===== config.mk =====
export PLATFORM = sky130hd
export DESIGN_NAME = scl_timing_gen
export DESIGN_NICKNAME = d
export VERILOG_FILES = /design/src/rtl/scl_tgen_pkg.sv /design/src/rtl/scl_tgen_cnt.sv /design/src/rtl/scl_tgen_fsm.sv /design/src/rtl/scl_timing_gen.sv
export SDC_FILE = /design/constraint.sdc
export NUM_CORES = 1
export LEC_CHECK = 0
export BUFFER_PORTS_ARGS = -buffer_cell sky130_fd_sc_hd__buf_2
export CORE_MARGIN = 2
export CORE_UTILIZATION = 44
export CTS_BUF_LIST = sky130_fd_sc_hd__clkbuf_8 sky130_fd_sc_hd__clkbuf_16
export DETAILED_ROUTE_END_ITERATION = 10
export GPL_TIMING_DRIVEN = 1
export PLACE_DENSITY = 0.84
export SETUP_SLACK_MARGIN = 0.05
export SKIP_CTS_REPAIR_TIMING = 1
export SLEW_MARGIN = 20
export SYNTH_ARGS = -nofsm -noshare
export SYNTH_HDL_FRONTEND = slang
export SYNTH_SLANG_ARGS = --single-unit

===== constraint.sdc =====
create_clock -name clk -period 3.2 [get_ports clk]
set_input_delay 0 -clock clk [delete_from_list [all_inputs] [get_ports clk]]
set_output_delay 0 -clock clk [all_outputs]
set_load 0.02 [all_outputs]

===== src/rtl/scl_tgen_pkg.sv =====
package scl_tgen_pkg;

    typedef enum logic [3:0] {
        S_IDLE, S_START_SU, S_START_HD, S_LOW, S_WAIT_HI,
        S_HIGH, S_STOP_LO, S_STOP_WAIT, S_STOP_SU, S_STOP_HD
    } tgen_state_e;

    localparam int unsigned REF_HZ   = 24000000;
    localparam int unsigned RATE_MIN = 12000;
    localparam int unsigned RATE_MAX = 540000;
    localparam logic [31:0] COND_DEFAULT = 32'h0030_0030;

    // returns {tim_a, tim_b} for a requested bus rate
    function automatic logic [63:0] default_timing(input int unsigned rate);
        int unsigned r, base, hi, lo, rx, tx;
        r    = (rate > RATE_MAX) ? RATE_MAX : ((rate < RATE_MIN) ? RATE_MIN : rate);
        base = (REF_HZ / r - 38) / 2;
        hi   = base + 3;
        lo   = base - 3;
        rx   = (hi * 3) / 4;
        tx   = lo / 4;
        return {hi[15:0], rx[15:0], lo[15:0], tx[15:0]};
    endfunction

endpackage


===== src/rtl/scl_tgen_cnt.sv =====
module scl_tgen_cnt #(
    parameter int W = 16
) (
    input  logic         clk,
    input  logic         rst_n,
    input  logic         clr,
    output logic [W-1:0] cnt
);
    localparam logic [W-1:0] CNT_MAX = '1;

    always_ff @(posedge clk or negedge rst_n) begin
        if (!rst_n)              cnt <= '0;
        else if (clr)            cnt <= '0;
        else if (cnt != CNT_MAX) cnt <= cnt + 1'b1;
    end
endmodule


===== src/rtl/scl_tgen_fsm.sv =====
module scl_tgen_fsm
    import scl_tgen_pkg::*;
#(
    parameter int FW = 16
) (
    input  logic          clk,
    input  logic          rst_n,
    input  logic          start_req,
    input  logic          stop_req,
    input  logic          scl_in,
    input  logic [FW-1:0] hi_len,
    input  logic [FW-1:0] rx_pt,
    input  logic [FW-1:0] lo_len,
    input  logic [FW-1:0] tx_pt,
    input  logic [FW-1:0] su_len,
    input  logic [FW-1:0] hd_len,
    input  logic [FW-1:0] cnt,
    output logic          cnt_clr,
    output logic          scl_low,
    output logic          sda_low,
    output logic          tx_stb,
    output logic          rx_stb,
    output logic          slot_end,
    output logic          busy
);
    tgen_state_e state, state_nxt;
    logic          stop_pend;
    logic [FW-1:0] ph_len;
    logic [FW:0]   cnt_p1;
    logic          ph_last;

    // length of the phase the current state counts
    always_comb begin
        unique case (state)
            S_START_SU, S_STOP_SU: ph_len = su_len;
            S_START_HD, S_STOP_HD: ph_len = hd_len;
            S_LOW, S_STOP_LO:      ph_len = lo_len;
            S_HIGH:                ph_len = hi_len;
            default:               ph_len = '0;
        endcase
    end

    assign cnt_p1  = {1'b0, cnt} + {{FW{1'b0}}, 1'b1};
    assign ph_last = (cnt_p1 >= {1'b0, ph_len});

    always_comb begin
        state_nxt = state;
        unique case (state)
            S_IDLE:      if (start_req) state_nxt = S_START_SU;
            S_START_SU:  if (ph_last)   state_nxt = S_START_HD;
            S_START_HD:  if (ph_last)   state_nxt = S_LOW;
            S_LOW:       if (ph_last)   state_nxt = S_WAIT_HI;
            S_WAIT_HI:   if (scl_in)    state_nxt = S_HIGH;
            S_HIGH:      if (ph_last)   state_nxt = (stop_pend || stop_req) ? S_STOP_LO : S_LOW;
            S_STOP_LO:   if (ph_last)   state_nxt = S_STOP_WAIT;
            S_STOP_WAIT: if (scl_in)    state_nxt = S_STOP_SU;
            S_STOP_SU:   if (ph_last)   state_nxt = S_STOP_HD;
            S_STOP_HD:   if (ph_last)   state_nxt = S_IDLE;
            default:                    state_nxt = S_IDLE;
        endcase
    end

    assign cnt_clr = (state_nxt != state);

    always_ff @(posedge clk or negedge rst_n) begin
        if (!rst_n) begin
            state     <= S_IDLE;
            stop_pend <= 1'b0;
        end else begin
            state <= state_nxt;
            if (state == S_IDLE || state_nxt == S_STOP_LO) stop_pend <= 1'b0;
            else if (stop_req)                             stop_pend <= 1'b1;
        end
    end

    // outputs decoded from the registered state
    always_comb begin
        scl_low  = 1'b0;
        sda_low  = 1'b0;
        tx_stb   = 1'b0;
        rx_stb   = 1'b0;
        slot_end = 1'b0;
        busy     = 1'b1;
        unique case (state)
            S_IDLE:      busy = 1'b0;
            S_START_SU:  ;
            S_START_HD:  sda_low = 1'b1;
            S_LOW: begin
                scl_low = 1'b1;
                tx_stb  = (cnt == tx_pt);
            end
            S_WAIT_HI:   ;
            S_HIGH: begin
                rx_stb   = (cnt == rx_pt);
                slot_end = ph_last;
            end
            S_STOP_LO: begin
                scl_low = 1'b1;
                sda_low = 1'b1;
            end
            S_STOP_WAIT: sda_low = 1'b1;
            S_STOP_SU:   sda_low = 1'b1;
            S_STOP_HD:   ;
            default:     busy = 1'b0;
        endcase
    end

    a_r4_tx_while_scl_low: assert property (@(posedge clk) disable iff (!rst_n)
        tx_stb |-> scl_low);
    a_r6_rx_while_released: assert property (@(posedge clk) disable iff (!rst_n)
        rx_stb |-> (!scl_low && !tx_stb));
    a_r5_high_after_seen: assert property (@(posedge clk) disable iff (!rst_n)
        (state == S_HIGH && $past(state) == S_WAIT_HI) |-> $past(scl_in));
    a_r3_accept_start: assert property (@(posedge clk) disable iff (!rst_n)
        (state == S_IDLE && start_req) |=> (busy && !scl_low && !sda_low));
    a_r7_stop_sda_release: assert property (@(posedge clk) disable iff (!rst_n)
        ($fell(sda_low) && !scl_low) |-> !$past(scl_low));
    a_r1_idle_lines: assert property (@(posedge clk) disable iff (!rst_n)
        !busy |-> (!scl_low && !sda_low && !slot_end));
endmodule


===== src/rtl/scl_timing_gen.sv =====
module scl_timing_gen
    import scl_tgen_pkg::*;
#(
    parameter int FW = 16
) (
    input  logic            clk,
    input  logic            rst_n,
    input  logic [2*FW-1:0] tim_a,
    input  logic [2*FW-1:0] tim_b,
    input  logic [2*FW-1:0] tim_c,
    input  logic            start_req,
    input  logic            stop_req,
    input  logic            scl_in,
    output logic            scl_low,
    output logic            sda_low,
    output logic            tx_stb,
    output logic            rx_stb,
    output logic            slot_end,
    output logic            busy
);
    localparam int HI_LSB = FW;

    logic [FW-1:0] cnt;
    logic          cnt_clr;

    scl_tgen_cnt #(.W(FW)) u_cnt (
        .clk   (clk),
        .rst_n (rst_n),
        .clr   (cnt_clr),
        .cnt   (cnt)
    );

    scl_tgen_fsm #(.FW(FW)) u_fsm (
        .clk       (clk),
        .rst_n     (rst_n),
        .start_req (start_req),
        .stop_req  (stop_req),
        .scl_in    (scl_in),
        .hi_len    (tim_a[HI_LSB +: FW]),
        .rx_pt     (tim_a[0 +: FW]),
        .lo_len    (tim_b[HI_LSB +: FW]),
        .tx_pt     (tim_b[0 +: FW]),
        .su_len    (tim_c[HI_LSB +: FW]),
        .hd_len    (tim_c[0 +: FW]),
        .cnt       (cnt),
        .cnt_clr   (cnt_clr),
        .scl_low   (scl_low),
        .sda_low   (sda_low),
        .tx_stb    (tx_stb),
        .rx_stb    (rx_stb),
        .slot_end  (slot_end),
        .busy      (busy)
    );
endmodule


[Word level (Yosys, flattened, before mapping)]
Index checks and enable logic that the tools add are counted.
Word-level totals
  flip-flop bits (word level): 21
  bits of input ports: 101
  output and inout port bits: 6
  logic and storage cells: 53
Operators by class
  add/sub/neg operators: 2
  magnitude comparators: 1
  equal/unequal tests: 14
  mux-type cells: 23
  reduce and logical (&&, ||, !) cells: 10
Operator list (number)
  16-bit one-hot mux with 4 select lines: 1
  4-bit two-way mux: 10
  4-bit one-hot mux with 10 select lines: 1
  16-bit == test: 2
  16-bit two-way mux: 2
  4-bit by 3-bit == test with 1-bit output (second input constant): 5
  16-bit by 1-bit adder with 17-bit output (second input constant): 1
  17-bit by 16-bit >= comparator with 1-bit output: 1
  16-bit by 1-bit adder with 16-bit output (second input constant): 1
  16-bit != test (second input constant): 1
  9-bit OR reduction: 1
  4-bit by 2-bit == test with 1-bit output (second input constant): 2
  4-bit == test (second input constant): 2
  1-bit two-way mux: 8
  2-bit OR reduction: 3
  4-bit by 1-bit == test with 1-bit output (second input constant): 1
  4-bit zero test: 1
  4-bit != test: 1
  2-bit nonzero test: 2
  4-bit OR reduction: 1
  3-bit two-way mux: 1
  1-bit logical OR: 2

[Depth between registers and ports, before layout]
Gate-level depths: netlist of the first run.
  word-level depth: 9
  mapped depth: 17
  gate-level depth less buffers: 13

[By module]
A second synthesis of the first run with hierarchy kept.
Unflattened totals
  cells, all modules: 343
  area total of the unflattened synthesis: 2752.6 um^2
Modules (own cells, without submodules)
  scl_tgen_fsm: instances 1, cells each 246, area each 1840.5 um^2
  scl_tgen_cnt: instances 1, cells each 97, area each 912.1 um^2

[Least setup slack after synthesis of the first run]
OpenSTA, ideal clock, no wires.
  path type: register to register
  from: reg u_fsm.state[0]
  to: reg u_fsm.stop_pend
  library setup time: 0.096 ns
  arrival: 3.618 ns
  data required time: 3.104 ns
  path slack: -0.513 ns
  cell stages (with the launch flop): 16
  cell sequence: dfrtp_1 clkbuf_1 buf_2 xnor2_1 nor2_1 clkbuf_1 a222oi_1 a21boi_1 ha_1 nand4_1 nor2_1 inv_1 o41ai_2 nor2_2 mux2_4 a311oi_2
Between the ends
  longest elaborated chain between the ends: 9
RTL lines
  start, declared: RTL line scl_tgen_fsm.sv:26  | tgen_state_e state, state_nxt;
  start signal, assigned: RTL line scl_tgen_fsm.sv:70  | state <= state_nxt;
  4-bit by 2-bit == test with 1-bit output (tied with other cells): RTL line scl_tgen_fsm.sv:34, scl_tgen_fsm.sv:48
  2-bit OR reduction, on equally long branches
  16-bit one-hot mux with 4 select lines: RTL line scl_tgen_fsm.sv:34  | unique case (state)
  17-bit by 16-bit >= comparator with 1-bit output: RTL line scl_tgen_fsm.sv:44  | assign ph_last = (cnt_p1 >= {1'b0, ph_len});
  4-bit two-way mux (tied with other cells): RTL line scl_tgen_fsm.sv:58  | S_STOP_HD: if (ph_last) state_nxt = S_IDLE;
  4-bit one-hot mux with 10 select lines: RTL line scl_tgen_fsm.sv:48  | unique case (state)
  4-bit by 3-bit == test with 1-bit output: RTL line scl_tgen_fsm.sv:71  | if (state == S_IDLE || state_nxt == S_STOP_LO) stop_pend <= 1'b0;
  1-bit logical OR (*): RTL line scl_tgen_fsm.sv:71
  1-bit two-way mux / 2-bit nonzero test (equally long branches)
  end signal, assigned: RTL line scl_tgen_fsm.sv:68  | stop_pend <= 1'b0;
  end signal, assigned: RTL line scl_tgen_fsm.sv:71
  end signal, assigned: RTL line scl_tgen_fsm.sv:72  | else if (stop_req) stop_pend <= 1'b1;
  end, declared: RTL line scl_tgen_fsm.sv:27  | logic stop_pend;
Every way passes the cells marked *; elsewhere a longest branch is shown, timed or not.
A chain may end at the register's enable or synchronous reset.

[Worst setup path in the final report of the first run]
Ends and elaborated chain as after synthesis.

==> summary.json, run 1 <==
{
  "ant_nets": {"value": 0},
  "dieArea": {"value": 6130, "unit": "um2"},
  "design.portCount": {"value": 107},
  "detailedRoute.firstIterationViolations": {"value": 160},
  "static-leakage-power": {"value": 1.79, "unit": "nW"},
  "route.final.wire_length": {"value": 8140, "unit": "um"},
  "overall_fraction_of_global_route_tracks_in_use": {"value": 24.0, "unit": "%"},
  "rsz0062_at_grt": {"value": "yes"},
  "synth-main-ff-cell": {"value": "sky130_fd_sc_hd__dfrtp_1"},
  "outcome": {"value": "finished, violations left"},
  "cp-end-kind": {"value": "flop"},
  "fraction_of_final_layout_cells_sized_beyond_drive_strength_1": {"value": 47.8, "unit": "%"},
  "timing.final.ws_setup": {"value": -153, "unit": "ps"},
  "synthesis.instances": {"value": 296},
  "cp_data_required_time": {"value": 3380, "unit": "ps"},
  "drc_markers": {"value": 0},
  "final_hold_viol_count": {"value": 0},
  "cts-root-to-sink-buffers": {"value": 2},
  "timing.final.crit_share": {"value": 105, "unit": "%"},
  "start_util": {"value": 45.0, "unit": "%"},
  "mappedNetlistNets": {"value": 414},
  "place.gp.congestion": {"value": 0.922},
  "fin_worst_skew": {"value": 4.01, "unit": "ps"},
  "gr-total-overflow": {"value": 0},
  "power_per_cell_area": {"value": 426, "unit": "nW/um2"},
  "report.power.total": {"value": 1.55, "unit": "mW"},
  "number_of_synthesized_flops_with_an_enable_pin": {"value": 0},
  "yosys_register_bits": {"value": 21},
  "synth_area_per_cell": {"value": 8.21, "unit": "um2"},
  "synth.yosys.warnings": {"value": 0},
  "slew_viol_final": {"value": 0},
  "clk_transition_reported_paths": {"value": 70, "unit": "ps"},
  "worstSetupPathType": {"value": "reg2reg"},
  "drt-wirelength-per-cell": {"value": 16.1, "unit": "um"},
  "cts.sink_count": {"value": 21},
  "max_cap_viol_count": {"value": 0},
  "num_vias": {"value": 2866},
  "grt_pass1_vias": {"value": 2684},
  "number_of_levels_in_the_clock_h_tree": {"value": 1},
  "startpoint_class_of_the_critical_path": {"value": "flop"},
  "dpl.hpwl": {"value": 6150, "unit": "um"},
  "violations": {"value": "setup timing"},
  "yosysUniqueCellTypes": {"value": 51},
  "core_region_area": {"value": 5410, "unit": "um2"},
  "hp-class": {"value": "in2reg"},
  "flow.area_growth_from_synthesis": {"value": 49.7, "unit": "%"},
  "numCtsBuffers": {"value": 3},
  "utilization": {"value": 67.3, "unit": "%"},
  "fin_crit": {"value": 3350, "unit": "ps"},
  "fillCellCount": {"value": 433},
  "row_count": {"value": 27},
  "cts.root.buffer_cell": {"value": "sky130_fd_sc_hd__clkbuf_8"},
  "max_clock_freq": {"value": 0.298, "unit": "GHz"},
  "die-width": {"value": 78.3, "unit": "um"},
  "clock_latency": {"value": 260, "unit": "ps"},
  "async_flop_share": {"value": 100, "unit": "%"},
  "grt_first_pass_wirelength": {"value": 12000, "unit": "um"},
  "dp_worst_setup_slack": {"value": -39.7, "unit": "ps"},
  "synth.cell_area": {"value": 2430, "unit": "um2"},
  "drtPass1Iterations": {"value": 5},
  "vdd.ir_drop.worst": {"value": 0.000274, "unit": "V"},
  "antennaDiodeCount": {"value": 0},
  "drt-vias-per-instance": {"value": 5.68},
  "max_slew.worst_pin.slew": {"value": 464, "unit": "ps"},
  "tritoncts_clock_tree": {"value": "built"},
  "final_net_count": {"value": 552},
  "io_buffer_count": {"value": 106},
  "relSlewSlack": {"value": 68.8, "unit": "%"},
  "worstPathMaxFanout": {"value": 7},
  "arrival": {"value": 3530, "unit": "ps"},
  "grt_start_max_net_pins": {"value": 22},
  "synth_seq_area_share": {"value": 21.6, "unit": "%"},
  "finalSetupViolations": {"value": 18},
  "number_of_antenna_violations_at_the_first_check_in_global_routing": {"value": 0},
  "die_h": {"value": 78.3, "unit": "um"}
}
-- layout make-up --
cell class	count	area (um2)	area share, %
inverters	4	15.0	0.413
well taps	72	90.1	2.48
clock buffers	3	41.3	1.13
clock inverters	1	3.75	0.103
multi-input cells	247	2000	54.9
flip-flops and latches	21	529	14.5
repair buffers	157	961	26.4
-- synth_stat cells (4+ instances only) --
cell	n	share of area [%]
sky130_fd_sc_hd__nand2_1	20	3.1
sky130_fd_sc_hd__nor2_1	30	4.6
sky130_fd_sc_hd__a21boi_0	6	1.9
sky130_fd_sc_hd__dfrtp_1	21	22
sky130_fd_sc_hd__a21oi_1	23	4.7
sky130_fd_sc_hd__xor2_1	25	9.0
sky130_fd_sc_hd__clkbuf_1	16	2.5
sky130_fd_sc_hd__a222oi_1	16	6.6
sky130_fd_sc_hd__xnor2_1	24	8.7
sky130_fd_sc_hd__nand3_1	7	1.4
sky130_fd_sc_hd__nor2b_1	4	1.0
sky130_fd_sc_hd__o21ai_0	8	1.6
sky130_fd_sc_hd__nor4_1	10	2.6
sky130_fd_sc_hd__buf_2	8	1.6
sky130_fd_sc_hd__ha_1	17	8.8
sky130_fd_sc_hd__a21boi_1	9	2.8
sky130_fd_sc_hd__nand4_1	10	2.6
-- critical path, stage by stage, from the launching register on --
cell                       delay (ps)
sky130_fd_sc_hd__dfrtp_2          500
sky130_fd_sc_hd__xnor2_2          190
sky130_fd_sc_hd__nor3_4           340
sky130_fd_sc_hd__buf_6            170
sky130_fd_sc_hd__buf_4            110
sky130_fd_sc_hd__a222oi_1          50
sky130_fd_sc_hd__a21boi_2         170
sky130_fd_sc_hd__ha_1             180
sky130_fd_sc_hd__a21o_1           180
sky130_fd_sc_hd__a21oi_1          160
sky130_fd_sc_hd__or3b_4           430
sky130_fd_sc_hd__nor2_4           160
sky130_fd_sc_hd__buf_6            110
sky130_fd_sc_hd__mux2_4           300
sky130_fd_sc_hd__a311oi_2         220
-- cells in the final DEF, fill, tap and decap left out, types with 2 or more instances in the layout --
cell                       netlist  final
sky130_fd_sc_hd__xor2_1         25     25
sky130_fd_sc_hd__buf_2           8    105
sky130_fd_sc_hd__a222oi_1       16     16
sky130_fd_sc_hd__inv_1           3      3
sky130_fd_sc_hd__a21boi_1        9      4
sky130_fd_sc_hd__or3b_4          1      2
sky130_fd_sc_hd__nand2b_1        3      3
sky130_fd_sc_hd__ha_2            0      2
sky130_fd_sc_hd__xnor2_1        24     21
sky130_fd_sc_hd__o21ai_0         8      5
sky130_fd_sc_hd__nand3b_1        2      2
sky130_fd_sc_hd__a21boi_2        0      8
sky130_fd_sc_hd__nor3_4          1      3
sky130_fd_sc_hd__nor2_1         30     28
sky130_fd_sc_hd__o21ai_1         1      3
sky130_fd_sc_hd__a21oi_1        23     16
sky130_fd_sc_hd__o21ai_2         1      2
sky130_fd_sc_hd__clkbuf_8        0      3
sky130_fd_sc_hd__nor2b_1         4      4
sky130_fd_sc_hd__nand3_1         7      6
sky130_fd_sc_hd__nor4_1         10      9
sky130_fd_sc_hd__dfrtp_2         0      3
sky130_fd_sc_hd__buf_4           0     42
sky130_fd_sc_hd__nand4_1        10     10
sky130_fd_sc_hd__a21oi_2         0      6
sky130_fd_sc_hd__xnor2_2         0      2
sky130_fd_sc_hd__a21o_1          2      2
sky130_fd_sc_hd__ha_1           17     14
sky130_fd_sc_hd__a21boi_0        6      3
sky130_fd_sc_hd__dfrtp_1        21     18
sky130_fd_sc_hd__nand2_1        20     19
sky130_fd_sc_hd__nor2_4          0      2
sky130_fd_sc_hd__buf_6           0      8
-- flip-flops by register name (all words and copies together), names as in the netlist --
signal and flops:
u_cnt.cnt 16, u_fsm.stop_pend 1, u_fsm.state 4
-- worst paths after layout --
path	cells past startpoint	startpoint	endpoint	slack, ps
max in group asynchronous	2	rst_n	u_fsm.state[1]	2650
min reg2reg	2	u_fsm.stop_pend	u_fsm.stop_pend	620
max reg2reg	14	u_fsm.state[0]	u_fsm.stop_pend	-150
min in group asynchronous	2	rst_n	u_fsm.state[3]	210
max	14	u_fsm.state[0]	u_fsm.stop_pend	-150
min	3	scl_in	u_fsm.state[3]	30
-- per-layer routing --
layer  up-vias  routed length (um)  share of wire, %  GRT usage [%]
li1       1366                   -                 -              -
met1      1314                3270                40           30.4
met2       168                4060                50           42.7
met3        18                 679               8.3           2.87
met4         0                 132               1.6           7.02
met5         -                   0                 0              0
-- power by group --
group          leakage [nW]  switching [mW]  internal, mW
Sequential            0.271          0.0579         0.315
Combinational          1.49           0.500         0.507
Clock                0.0269          0.0850        0.0856
Total                  1.79           0.643         0.908
-- per-stage QoR --
stage / area (um2) / instances / hold WS [ps] / TNS (ps)
5_1_grt: 3640 / 505 / 23.2 / -4330
4_1_cts: 3330 / 488 / -308 / -618
3_3_place_gp: 3280 / 484 / -30.0 / 0
2_1_floorplan: 2560 / 296 / -296 / 0
6_report: 3640 / 505 / 30.1 / -1600
3_5_place_dp: 3280 / 484 / -22.9 / -88.6
-- cells by family (layout without fill, tap and decap cells) --
family / Yosys count / count (layout) / synth area share, %
xor gates and xnor gates: 49 / 49 / 17.7
AOI/OAI and AO/OA: 76 / 76 / 22.8
and+or+nand+nor: 102 / 102 / 23.0
adders and majority gates: 18 / 18 / 9.17
buffers and inverters: 28 / 165 / 4.74
muxes: 2 / 2 / 1.03
DFF: 21 / 21 / 21.6
No activity file was read; power rests on OpenSTA's default activity.
==> run 2: changes to the inputs <==
--- a/config.mk
+++ b/config.mk
@@ -6,12 +6,12 @@
 export NUM_CORES = 1
 export LEC_CHECK = 0
 export BUFFER_PORTS_ARGS = -buffer_cell sky130_fd_sc_hd__buf_2
-export CORE_MARGIN = 2
+export CORE_MARGIN = 4
 export CORE_UTILIZATION = 44
 export CTS_BUF_LIST = sky130_fd_sc_hd__clkbuf_8 sky130_fd_sc_hd__clkbuf_16
 export DETAILED_ROUTE_END_ITERATION = 10
 export GPL_TIMING_DRIVEN = 1
-export PLACE_DENSITY = 0.84
+export PLACE_DENSITY = 0.87
 export SETUP_SLACK_MARGIN = 0.05
 export SKIP_CTS_REPAIR_TIMING = 1
 export SLEW_MARGIN = 20
==> summary.json, run 2 (synthesis gave the netlist of run 1 again) <==
{
  "outcome": {"value": "finished, violations left", "change": "unchanged"},
  "violations": {"value": "setup timing", "change": "unchanged"},
  "timing.final.crit_share": {"value": 102, "unit": "%", "change": "was 105%"},
  "max_clock_freq": {"value": 0.306, "unit": "GHz", "change": "was 0.298 GHz"},
  "crit_family": {"value": "compound AO/OA/AOI/OAI gates", "change": "was simple AND/OR/NAND/NOR gates"},
  "largestRegisters": {"value": "u_cnt.cnt x16, u_fsm.state x4, u_fsm.stop_pend x1", "change": "unchanged"},
  "gr-total-overflow": {"value": 0, "change": "unchanged"},
  "final_hold_viol_count": {"value": 0, "change": "unchanged"},
  "startpoint_class_of_the_critical_path": {"value": "flop", "change": "unchanged"},
  "design.portCount": {"value": 107, "change": "unchanged"},
  "use_met2": {"value": 36.6, "unit": "%", "change": "was 42.7%"},
  "grt_most_used_layer": {"value": "met2", "change": "unchanged"},
  "drt-wirelength-per-cell": {"value": 17.8, "unit": "um", "change": "was 16.1 um"},
  "route.final.wire_length": {"value": 8710, "unit": "um", "change": "was 8140 um"},
  "start_util": {"value": 46.4, "unit": "%", "change": "was 45.0%"},
  "core_region_area": {"value": 5240, "unit": "um2", "change": "was 5410 um2"},
  "rsz0062_at_grt": {"value": "yes", "change": "unchanged"},
  "report.power.total": {"value": 1.61, "unit": "mW", "change": "was 1.55 mW"},
  "dieArea": {"value": 6770, "unit": "um2", "change": "was 6130 um2"},
  "worstSetupPathType": {"value": "reg2reg", "change": "unchanged"},
  "static-leakage-power": {"value": 1.72, "unit": "nW", "change": "was 1.79 nW"},
  "finalSetupViolations": {"value": 17, "change": "was 18"},
  "tritoncts_clock_tree": {"value": "built", "change": "unchanged"},
  "cp_data_required_time": {"value": 3390, "unit": "ps", "change": "was 3380 ps"},
  "max_slew.worst_pin.slew": {"value": 519, "unit": "ps", "change": "was 464 ps"},
  "numCtsBuffers": {"value": 3, "change": "unchanged"},
  "timing.final.ws_setup": {"value": -65.8, "unit": "ps", "change": "was -153 ps"},
  "largest_incremental_delay_on_the_critical_path": {"value": 500, "unit": "ps", "change": "about the same"},
  "die_h": {"value": 82.3, "unit": "um", "change": "was 78.3 um"},
  "fillCellCount": {"value": 400, "change": "was 433"},
  "slew_viol_final": {"value": 0, "change": "unchanged"},
  "number_of_antenna_violations_at_the_first_check_in_global_routing": {"value": 0, "change": "unchanged"},
  "drc_markers": {"value": 0, "change": "unchanged"},
  "fin_worst_skew": {"value": 2.69, "unit": "ps", "change": "was 4.01 ps"},
  "power_per_cell_area": {"value": 446, "unit": "nW/um2", "change": "was 426 nW/um2"},
  "grt_start_max_net_pins": {"value": 22, "change": "unchanged"},
  "grt_pass1_vias": {"value": 2622, "change": "was 2684"},
  "overall_fraction_of_global_route_tracks_in_use": {"value": 22.0, "unit": "%", "change": "was 24.0%"},
  "final_net_count": {"value": 538, "change": "was 552"},
  "final_common_cell": {"value": "sky130_fd_sc_hd__buf_2", "change": "unchanged"},
  "clk_transition_reported_paths": {"value": 80, "unit": "ps", "change": "was 70 ps"},
  "place.detailed.instances": {"value": 476, "change": "was 484"},
  "num_vias": {"value": 2859, "change": "was 2866"},
  "detailedRoute.firstIterationViolations": {"value": 159, "change": "was 160"},
  "relSlewSlack": {"value": 65.0, "unit": "%", "change": "was 68.8%"},
  "place.gp.congestion": {"value": 0.917, "change": "was 0.922"},
  "io_buffer_count": {"value": 106, "change": "unchanged"},
  "hp-class": {"value": "in2reg", "change": "unchanged"},
  "drtPass1Iterations": {"value": 6, "change": "was 5"},
  "crit_chain": {"value": "xnor2_2 > nor3_4 > buf_12 > a222oi_1 > a21boi_2 > ha_4 > a21o_1 > a21oi_2 > or3b_4 > nor2_4 > mux2_4 > a311oi_2", "change": "was xnor2_2 > nor3_4 > buf_6 > buf_4 > a222oi_1 > a21boi_2 > ha_1 > a21o_1 > a21oi_1 > or3b_4 > nor2_4 > buf_6 > mux2_4 > a311oi_2"},
  "die-width": {"value": 82.3, "unit": "um", "change": "was 78.3 um"},
  "largest_register_ff_count": {"value": 16, "change": "unchanged"},
  "cp_slowest_cell": {"value": "sky130_fd_sc_hd__dfrtp_2", "change": "unchanged"},
  "arrival": {"value": 3450, "unit": "ps", "change": "was 3530 ps"},
  "number_of_levels_in_the_clock_h_tree": {"value": 1, "change": "unchanged"},
  "row_count": {"value": 26, "change": "was 27"},
  "crit_buf_inv": {"value": 1, "change": "was 3"},
  "clock_latency": {"value": 280, "unit": "ps", "change": "was 260 ps"},
  "most-common-layout-cells": {"value": "106 x sky130_fd_sc_hd__buf_2, 28 x sky130_fd_sc_hd__nor2_1, 24 x sky130_fd_sc_hd__xor2_1", "change": "was 105 x sky130_fd_sc_hd__buf_2, 42 x sky130_fd_sc_hd__buf_4, 28 x sky130_fd_sc_hd__nor2_1"},
  "grt_first_pass_wirelength": {"value": 11600, "unit": "um", "change": "was 12000 um"},
  "fraction_of_final_layout_cells_sized_beyond_drive_strength_1": {"value": 48.4, "unit": "%", "change": "was 47.8%"},
  "cp-end-kind": {"value": "flop", "change": "unchanged"},
  "grt.met1_usage": {"value": 29.1, "unit": "%", "change": "was 30.4%"},
  "ant_nets": {"value": 0, "change": "unchanged"},
  "flow.area_growth_from_synthesis": {"value": 48.2, "unit": "%", "change": "was 49.7%"},
  "worstPathMaxFanout": {"value": 15, "change": "was 7"},
  "dpl.hpwl": {"value": 6330, "unit": "um", "change": "was 6150 um"},
  "cts.root.buffer_cell": {"value": "sky130_fd_sc_hd__clkbuf_8", "change": "unchanged"},
  "drt-vias-per-instance": {"value": 5.85, "change": "was 5.68"},
  "utilization": {"value": 68.8, "unit": "%", "change": "was 67.3%"},
  "cts.sink_count": {"value": 21, "change": "unchanged"},
  "layout.cells.non_filler": {"value": 489, "change": "was 505"},
  "fin_crit": {"value": 3270, "unit": "ps", "change": "was 3350 ps"},
  "cts-root-to-sink-buffers": {"value": 2, "change": "unchanged"},
  "vdd.ir_drop.worst": {"value": 0.000314, "unit": "V", "change": "was 0.000274 V"},
  "top_register": {"value": "u_cnt.cnt", "change": "unchanged"},
  "max_cap_viol_count": {"value": 0, "change": "unchanged"},
  "reg2reg_slack": {"value": -70, "unit": "ps", "change": "was -150 ps"},
  "antennaDiodeCount": {"value": 0, "change": "unchanged"},
  "grt_use_met3": {"value": 2.28, "unit": "%", "change": "was 2.87%"}
}
## run 2: cell count changes in the layout (fill, tap and decap cells not counted), sizes merged
| cell | before | now |
|---|---|---|
| buf | 156 | 140 |
| inv | 4 | 3 |
| clkinv | 1 | 2 |
| nor2 | 31 | 33 |
## run 2: metrics by stage
| step | setup TNS [ps] | worst slack, ps | hold WS, ps | cell area, um2 |
|---|---|---|---|---|
| 3_5_place_dp | -432 | -50.8 | -20.1 | 3250 |
| 3_3_place_gp | 0 | 17.5 | -27.9 | 3250 |
| 4_1_cts | -1200 | -98.5 | -309 | 3300 |
| 5_1_grt | -3340 | -225 | 78.1 | 3600 |
| 2_1_floorplan | 0 | 4.99 | -296 | 2560 |
| 6_report | -686 | -65.8 | 55.7 | 3600 |
## run 2: cell type report
cell class	count	area (um2)	share of cell area, %
inverters	4	15.0	0.417
flip-flops and latches	21	531	14.7
repair buffers	141	863	24.0
clock buffers	3	41.3	1.15
well taps	70	87.6	2.43
multi-input cells	249	2060	57.2
clock inverters	1	5.00	0.139
## run 2: routing by layer
metal	part of all wire [%]	wire, um
met2	46	4040
met3	9.3	812
met1	40	3520
met4	3.8	331
met5	0	0
## run 2: worst paths after layout
path | from | cells after the start | end
worst max-delay path | u_fsm.state[0] | 12 | u_fsm.stop_pend
worst min-delay path | scl_in | 3 | u_fsm.state[3]
worst max register to register | u_fsm.state[0] | 12 | u_fsm.stop_pend
worst min register to register | u_fsm.stop_pend | 2 | u_fsm.stop_pend
max in group asynchronous | rst_n | 2 | u_fsm.state[3]
min in group asynchronous | rst_n | 2 | u_cnt.cnt[15]
## run 2: report_power, final
group	total (mW)	leakage (nW)	switching, mW	internal (mW)
Clock	0.184	0.0255	0.0970	0.0874
Sequential	0.358	0.269	0.0433	0.315
Combinational	1.06	1.43	0.553	0.511
Total	1.61	1.72	0.694	0.914
## run 2: worst min-delay path, stage by stage
cell and delay (ps):
sky130_fd_sc_hd__buf_2 130, sky130_fd_sc_hd__nand2_1 60, sky130_fd_sc_hd__o22ai_1 90
==> run 3: changes to the inputs <==
--- a/config.mk
+++ b/config.mk
@@ -12,6 +12,7 @@
 export DETAILED_ROUTE_END_ITERATION = 10
 export GPL_TIMING_DRIVEN = 1
 export PLACE_DENSITY = 0.87
+export REMOVE_ABC_BUFFERS = 1
 export SETUP_SLACK_MARGIN = 0.05
 export SKIP_CTS_REPAIR_TIMING = 1
 export SLEW_MARGIN = 20
==> summary.json, run 3 (synthesis gave the netlist of run 1 again) <==
{
  "outcome": {"value": "finished, violations left", "change": "unchanged"},
  "violations": {"value": "setup timing", "change": "unchanged"},
  "setup.worst_path.end": {"value": "slot_end", "change": "was u_fsm.stop_pend"},
  "drt-vias-per-instance": {"value": 5.78, "change": "was 5.85"},
  "drc_markers": {"value": 0, "change": "unchanged"},
  "p_sw_share": {"value": 42.3, "unit": "%", "change": "was 43.2%"},
  "internal_power": {"value": 898, "unit": "uW", "change": "was 914 uW"},
  "fin_crit": {"value": 3390, "unit": "ps", "change": "was 3270 ps"},
  "numCtsBuffers": {"value": 3, "change": "unchanged"},
  "grt_first_pass_wirelength": {"value": 11500, "unit": "um", "change": "was 11600 um"},
  "overall_fraction_of_global_route_tracks_in_use": {"value": 21.8, "unit": "%", "change": "was 22.0%"},
  "finalSetupViolations": {"value": 20, "change": "was 17"},
  "die-width": {"value": 82.3, "unit": "um", "change": "unchanged"},
  "relSlewSlack": {"value": 64.7, "unit": "%", "change": "was 65.0%"},
  "final_common_cell": {"value": "sky130_fd_sc_hd__buf_2", "change": "unchanged"},
  "timing.final.ws_setup": {"value": -190, "unit": "ps", "change": "was -65.8 ps"},
  "worstSetupPathType": {"value": "reg2out", "change": "was reg2reg"},
  "clk_transition_reported_paths": {"value": 80, "unit": "ps", "change": "about the same"},
  "power_per_cell_area": {"value": 432, "unit": "nW/um2", "change": "was 446 nW/um2"},
  "number_of_levels_in_the_clock_h_tree": {"value": 1, "change": "unchanged"},
  "p_seq_share": {"value": 23.2, "unit": "%", "change": "was 22.3%"},
  "largest_incremental_delay_on_the_critical_path": {"value": 460, "unit": "ps", "change": "was 500 ps"},
  "reg2reg_slack": {"value": -180, "unit": "ps", "change": "was -70 ps"},
  "slew_viol_final": {"value": 0, "change": "unchanged"},
  "core_region_area": {"value": 5240, "unit": "um2", "change": "unchanged"},
  "final_net_count": {"value": 550, "change": "was 538"},
  "static-leakage-power": {"value": 1.75, "unit": "nW", "change": "was 1.72 nW"},
  "ant_nets": {"value": 0, "change": "unchanged"},
  "largest_register_ff_count": {"value": 16, "change": "unchanged"},
  "hold-worst-slack": {"value": 38.9, "unit": "ps", "change": "was 55.7 ps"},
  "max_slew.worst_pin.slew": {"value": 522, "unit": "ps", "change": "was 519 ps"},
  "io_buffer_count": {"value": 106, "change": "unchanged"},
  "flow.area_growth_from_synthesis": {"value": 48.0, "unit": "%", "change": "was 48.2%"},
  "detailedRoute.firstIterationViolations": {"value": 201, "change": "was 159"},
  "dieArea": {"value": 6770, "unit": "um2", "change": "unchanged"},
  "arrival": {"value": 3390, "unit": "ps", "change": "was 3450 ps"},
  "cp.depth": {"value": 16, "change": "was 12"},
  "num_vias": {"value": 2894, "change": "was 2859"},
  "critical_path.reg2reg.endpoint": {"value": "u_fsm.stop_pend", "change": "unchanged"},
  "hp-class": {"value": "in2reg", "change": "unchanged"},
  "tritoncts_clock_tree": {"value": "built", "change": "unchanged"},
  "clock_latency": {"value": 270, "unit": "ps", "change": "was 280 ps"},
  "cp_slowest_cell": {"value": "sky130_fd_sc_hd__dfrtp_2", "change": "unchanged"},
  "cts.sink_count": {"value": 21, "change": "unchanged"},
  "crit_buf_inv": {"value": 7, "change": "was 1"},
  "rsz0062_at_grt": {"value": "yes", "change": "unchanged"},
  "number_of_antenna_violations_at_the_first_check_in_global_routing": {"value": 0, "change": "unchanged"},
  "grt_start_max_net_pins": {"value": 22, "change": "unchanged"},
  "crit_top_cell": {"value": "sky130_fd_sc_hd__buf_4"},
  "worstPathMaxFanout": {"value": 11, "change": "was 15"},
  "largestRegisters": {"value": "u_cnt.cnt x16, u_fsm.state x4, u_fsm.stop_pend x1", "change": "unchanged"},
  "comb_power_share": {"value": 65.2, "unit": "%", "change": "was 66.2%"},
  "net-switching-power": {"value": 658, "unit": "uW", "change": "was 694 uW"},
  "final_hold_viol_count": {"value": 0, "change": "unchanged"},
  "clockPowerShare": {"value": 11.6, "unit": "%", "change": "was 11.5%"},
  "cp_data_required_time": {"value": 3200, "unit": "ps", "change": "was 3390 ps"},
  "utilization": {"value": 68.7, "unit": "%", "change": "was 68.8%"},
  "cts-root-to-sink-buffers": {"value": 2, "change": "unchanged"},
  "drt-wirelength-per-cell": {"value": 17.1, "unit": "um", "change": "was 17.8 um"},
  "route.final.wire_length": {"value": 8550, "unit": "um", "change": "was 8710 um"},
  "die_h": {"value": 82.3, "unit": "um", "change": "unchanged"},
  "fraction_of_final_layout_cells_sized_beyond_drive_strength_1": {"value": 49.0, "unit": "%", "change": "was 48.4%"},
  "grt_pass1_vias": {"value": 2509, "change": "was 2622"},
  "fin_worst_skew": {"value": 5.75, "unit": "ps", "change": "was 2.69 ps"},
  "crit_chain": {"value": "buf_4 > buf_6 > nand3b_1 > a21oi_2 > buf_4 > a21boi_1 > ha_1 > nand4_1 > nor2_2 > inv_1 > o41ai_2 > buf_4 > nor2_4 > buf_4 > nor4_2 > buf_4", "change": "was xnor2_2 > nor3_4 > buf_12 > a222oi_1 > a21boi_2 > ha_4 > a21o_1 > a21oi_2 > or3b_4 > nor2_4 > mux2_4 > a311oi_2"},
  "crit_family": {"value": "buffers and inverters", "change": "was compound AO/OA/AOI/OAI gates"},
  "gr-total-overflow": {"value": 0, "change": "unchanged"},
  "start_util": {"value": 46.4, "unit": "%", "change": "unchanged"},
  "startpoint_class_of_the_critical_path": {"value": "flop", "change": "unchanged"},
  "timing_startpoint_of_the_critical_path": {"value": "u_fsm.state[1]", "change": "was u_fsm.state[0]"},
  "regToRegStartpoint": {"value": "u_fsm.state[1]", "change": "was u_fsm.state[0]"},
  "cp-end-kind": {"value": "primary output", "change": "was flop"},
  "setup-tns-final": {"value": -854, "unit": "ps", "change": "was -686 ps"},
  "design.portCount": {"value": 107, "change": "unchanged"},
  "cts.root.buffer_cell": {"value": "sky130_fd_sc_hd__clkbuf_8", "change": "unchanged"},
  "dp_worst_setup_slack": {"value": -263, "unit": "ps", "change": "was -50.8 ps"},
  "row_count": {"value": 26, "change": "unchanged"},
  "vdd.ir_drop.worst": {"value": 0.000345, "unit": "V", "change": "was 0.000314 V"},
  "timing.reg2reg.worst_path_depth": {"value": 14, "change": "was 12"},
  "most-common-layout-cells": {"value": "107 x sky130_fd_sc_hd__buf_2, 39 x sky130_fd_sc_hd__buf_4, 27 x sky130_fd_sc_hd__nor2_1", "change": "was 106 x sky130_fd_sc_hd__buf_2, 28 x sky130_fd_sc_hd__nor2_1, 24 x sky130_fd_sc_hd__xor2_1"},
  "drtPass1Iterations": {"value": 8, "change": "was 6"},
  "timing.final.crit_share": {"value": 106, "unit": "%", "change": "was 102%"},
  "hold_path_depth": {"value": 3, "change": "unchanged"},
  "max_clock_freq": {"value": 0.295, "unit": "GHz", "change": "was 0.306 GHz"},
  "top_register": {"value": "u_cnt.cnt", "change": "unchanged"},
  "max_cap_viol_count": {"value": 0, "change": "unchanged"},
  "antennaDiodeCount": {"value": 0, "change": "unchanged"},
  "place.gp.congestion": {"value": 0.908, "change": "was 0.917"},
  "fillCellCount": {"value": 399, "change": "was 400"},
  "dpl.hpwl": {"value": 6290, "unit": "um", "change": "was 6330 um"}
}
## run 3: worst register-to-register path, cell delays in order, from the launching register on
cell and delay [ps]:
sky130_fd_sc_hd__dfrtp_2 460, sky130_fd_sc_hd__buf_4 170, sky130_fd_sc_hd__buf_6 130, sky130_fd_sc_hd__nand3b_1 180, sky130_fd_sc_hd__a21oi_2 190, sky130_fd_sc_hd__buf_2 200
sky130_fd_sc_hd__a21boi_2 70, sky130_fd_sc_hd__ha_1 310, sky130_fd_sc_hd__a21o_1 190, sky130_fd_sc_hd__nand3_2 80, sky130_fd_sc_hd__a21oi_2 50, sky130_fd_sc_hd__or4b_1 550
sky130_fd_sc_hd__o21ai_0 280, sky130_fd_sc_hd__o21ba_2 240, sky130_fd_sc_hd__a311oi_2 190
## run 3: metal layers
metal	track usage, %	up-vias	part of all wire (%)
li1	-	1363	-
met1	29.4	1351	41
met5	0	-	0
met4	6.15	0	1.6
met3	1.63	12	8.7
met2	37.2	168	48
## run 3: area by class of cell
cell class / instances / area (um2) / area share, %
multi-input cells: 247 / 1980 / 55.1
repair buffers: 155 / 937 / 26.1
flip-flops and latches: 21 / 531 / 14.7
well taps: 70 / 87.6 / 2.43
clock buffers: 3 / 41.3 / 1.15
inverters: 4 / 15.0 / 0.417
clock inverters: 1 / 5.00 / 0.139
## run 3: power groups by stage
stage	combinational, mW	clock, mW	sequential [mW]
after detailed placement	0.868	0	0.364
after global routing	1.10	0.188	0.368
after CTS	0.873	0.180	0.358
after global placement	0.837	0	0.359
final	1.01	0.181	0.360
after floorplan	0.495	0	0.396
## run 3: stage by stage
step / cells / power (mW) / instance area (um2)
6_report: 501 / 1.56 / 3600
5_1_grt: 501 / 1.66 / 3600
4_1_cts: 486 / 1.41 / 3250
3_5_place_dp: 482 / 1.23 / 3200
3_3_place_gp: 482 / 1.20 / 3200
2_1_floorplan: 272 / 0.891 / 2330
## run 3: worst min-delay path by stage
stage               slack (ps)  startpoint              to
floorplan                 -300       rst_n    u_cnt.cnt[0]
global placement           -20       rst_n   u_cnt.cnt[14]
detailed placement         -10       rst_n  u_fsm.state[3]
CTS                       -300       rst_n  u_fsm.state[3]
global route                50      scl_in  u_fsm.state[3]
finish                      40      scl_in  u_fsm.state[3]
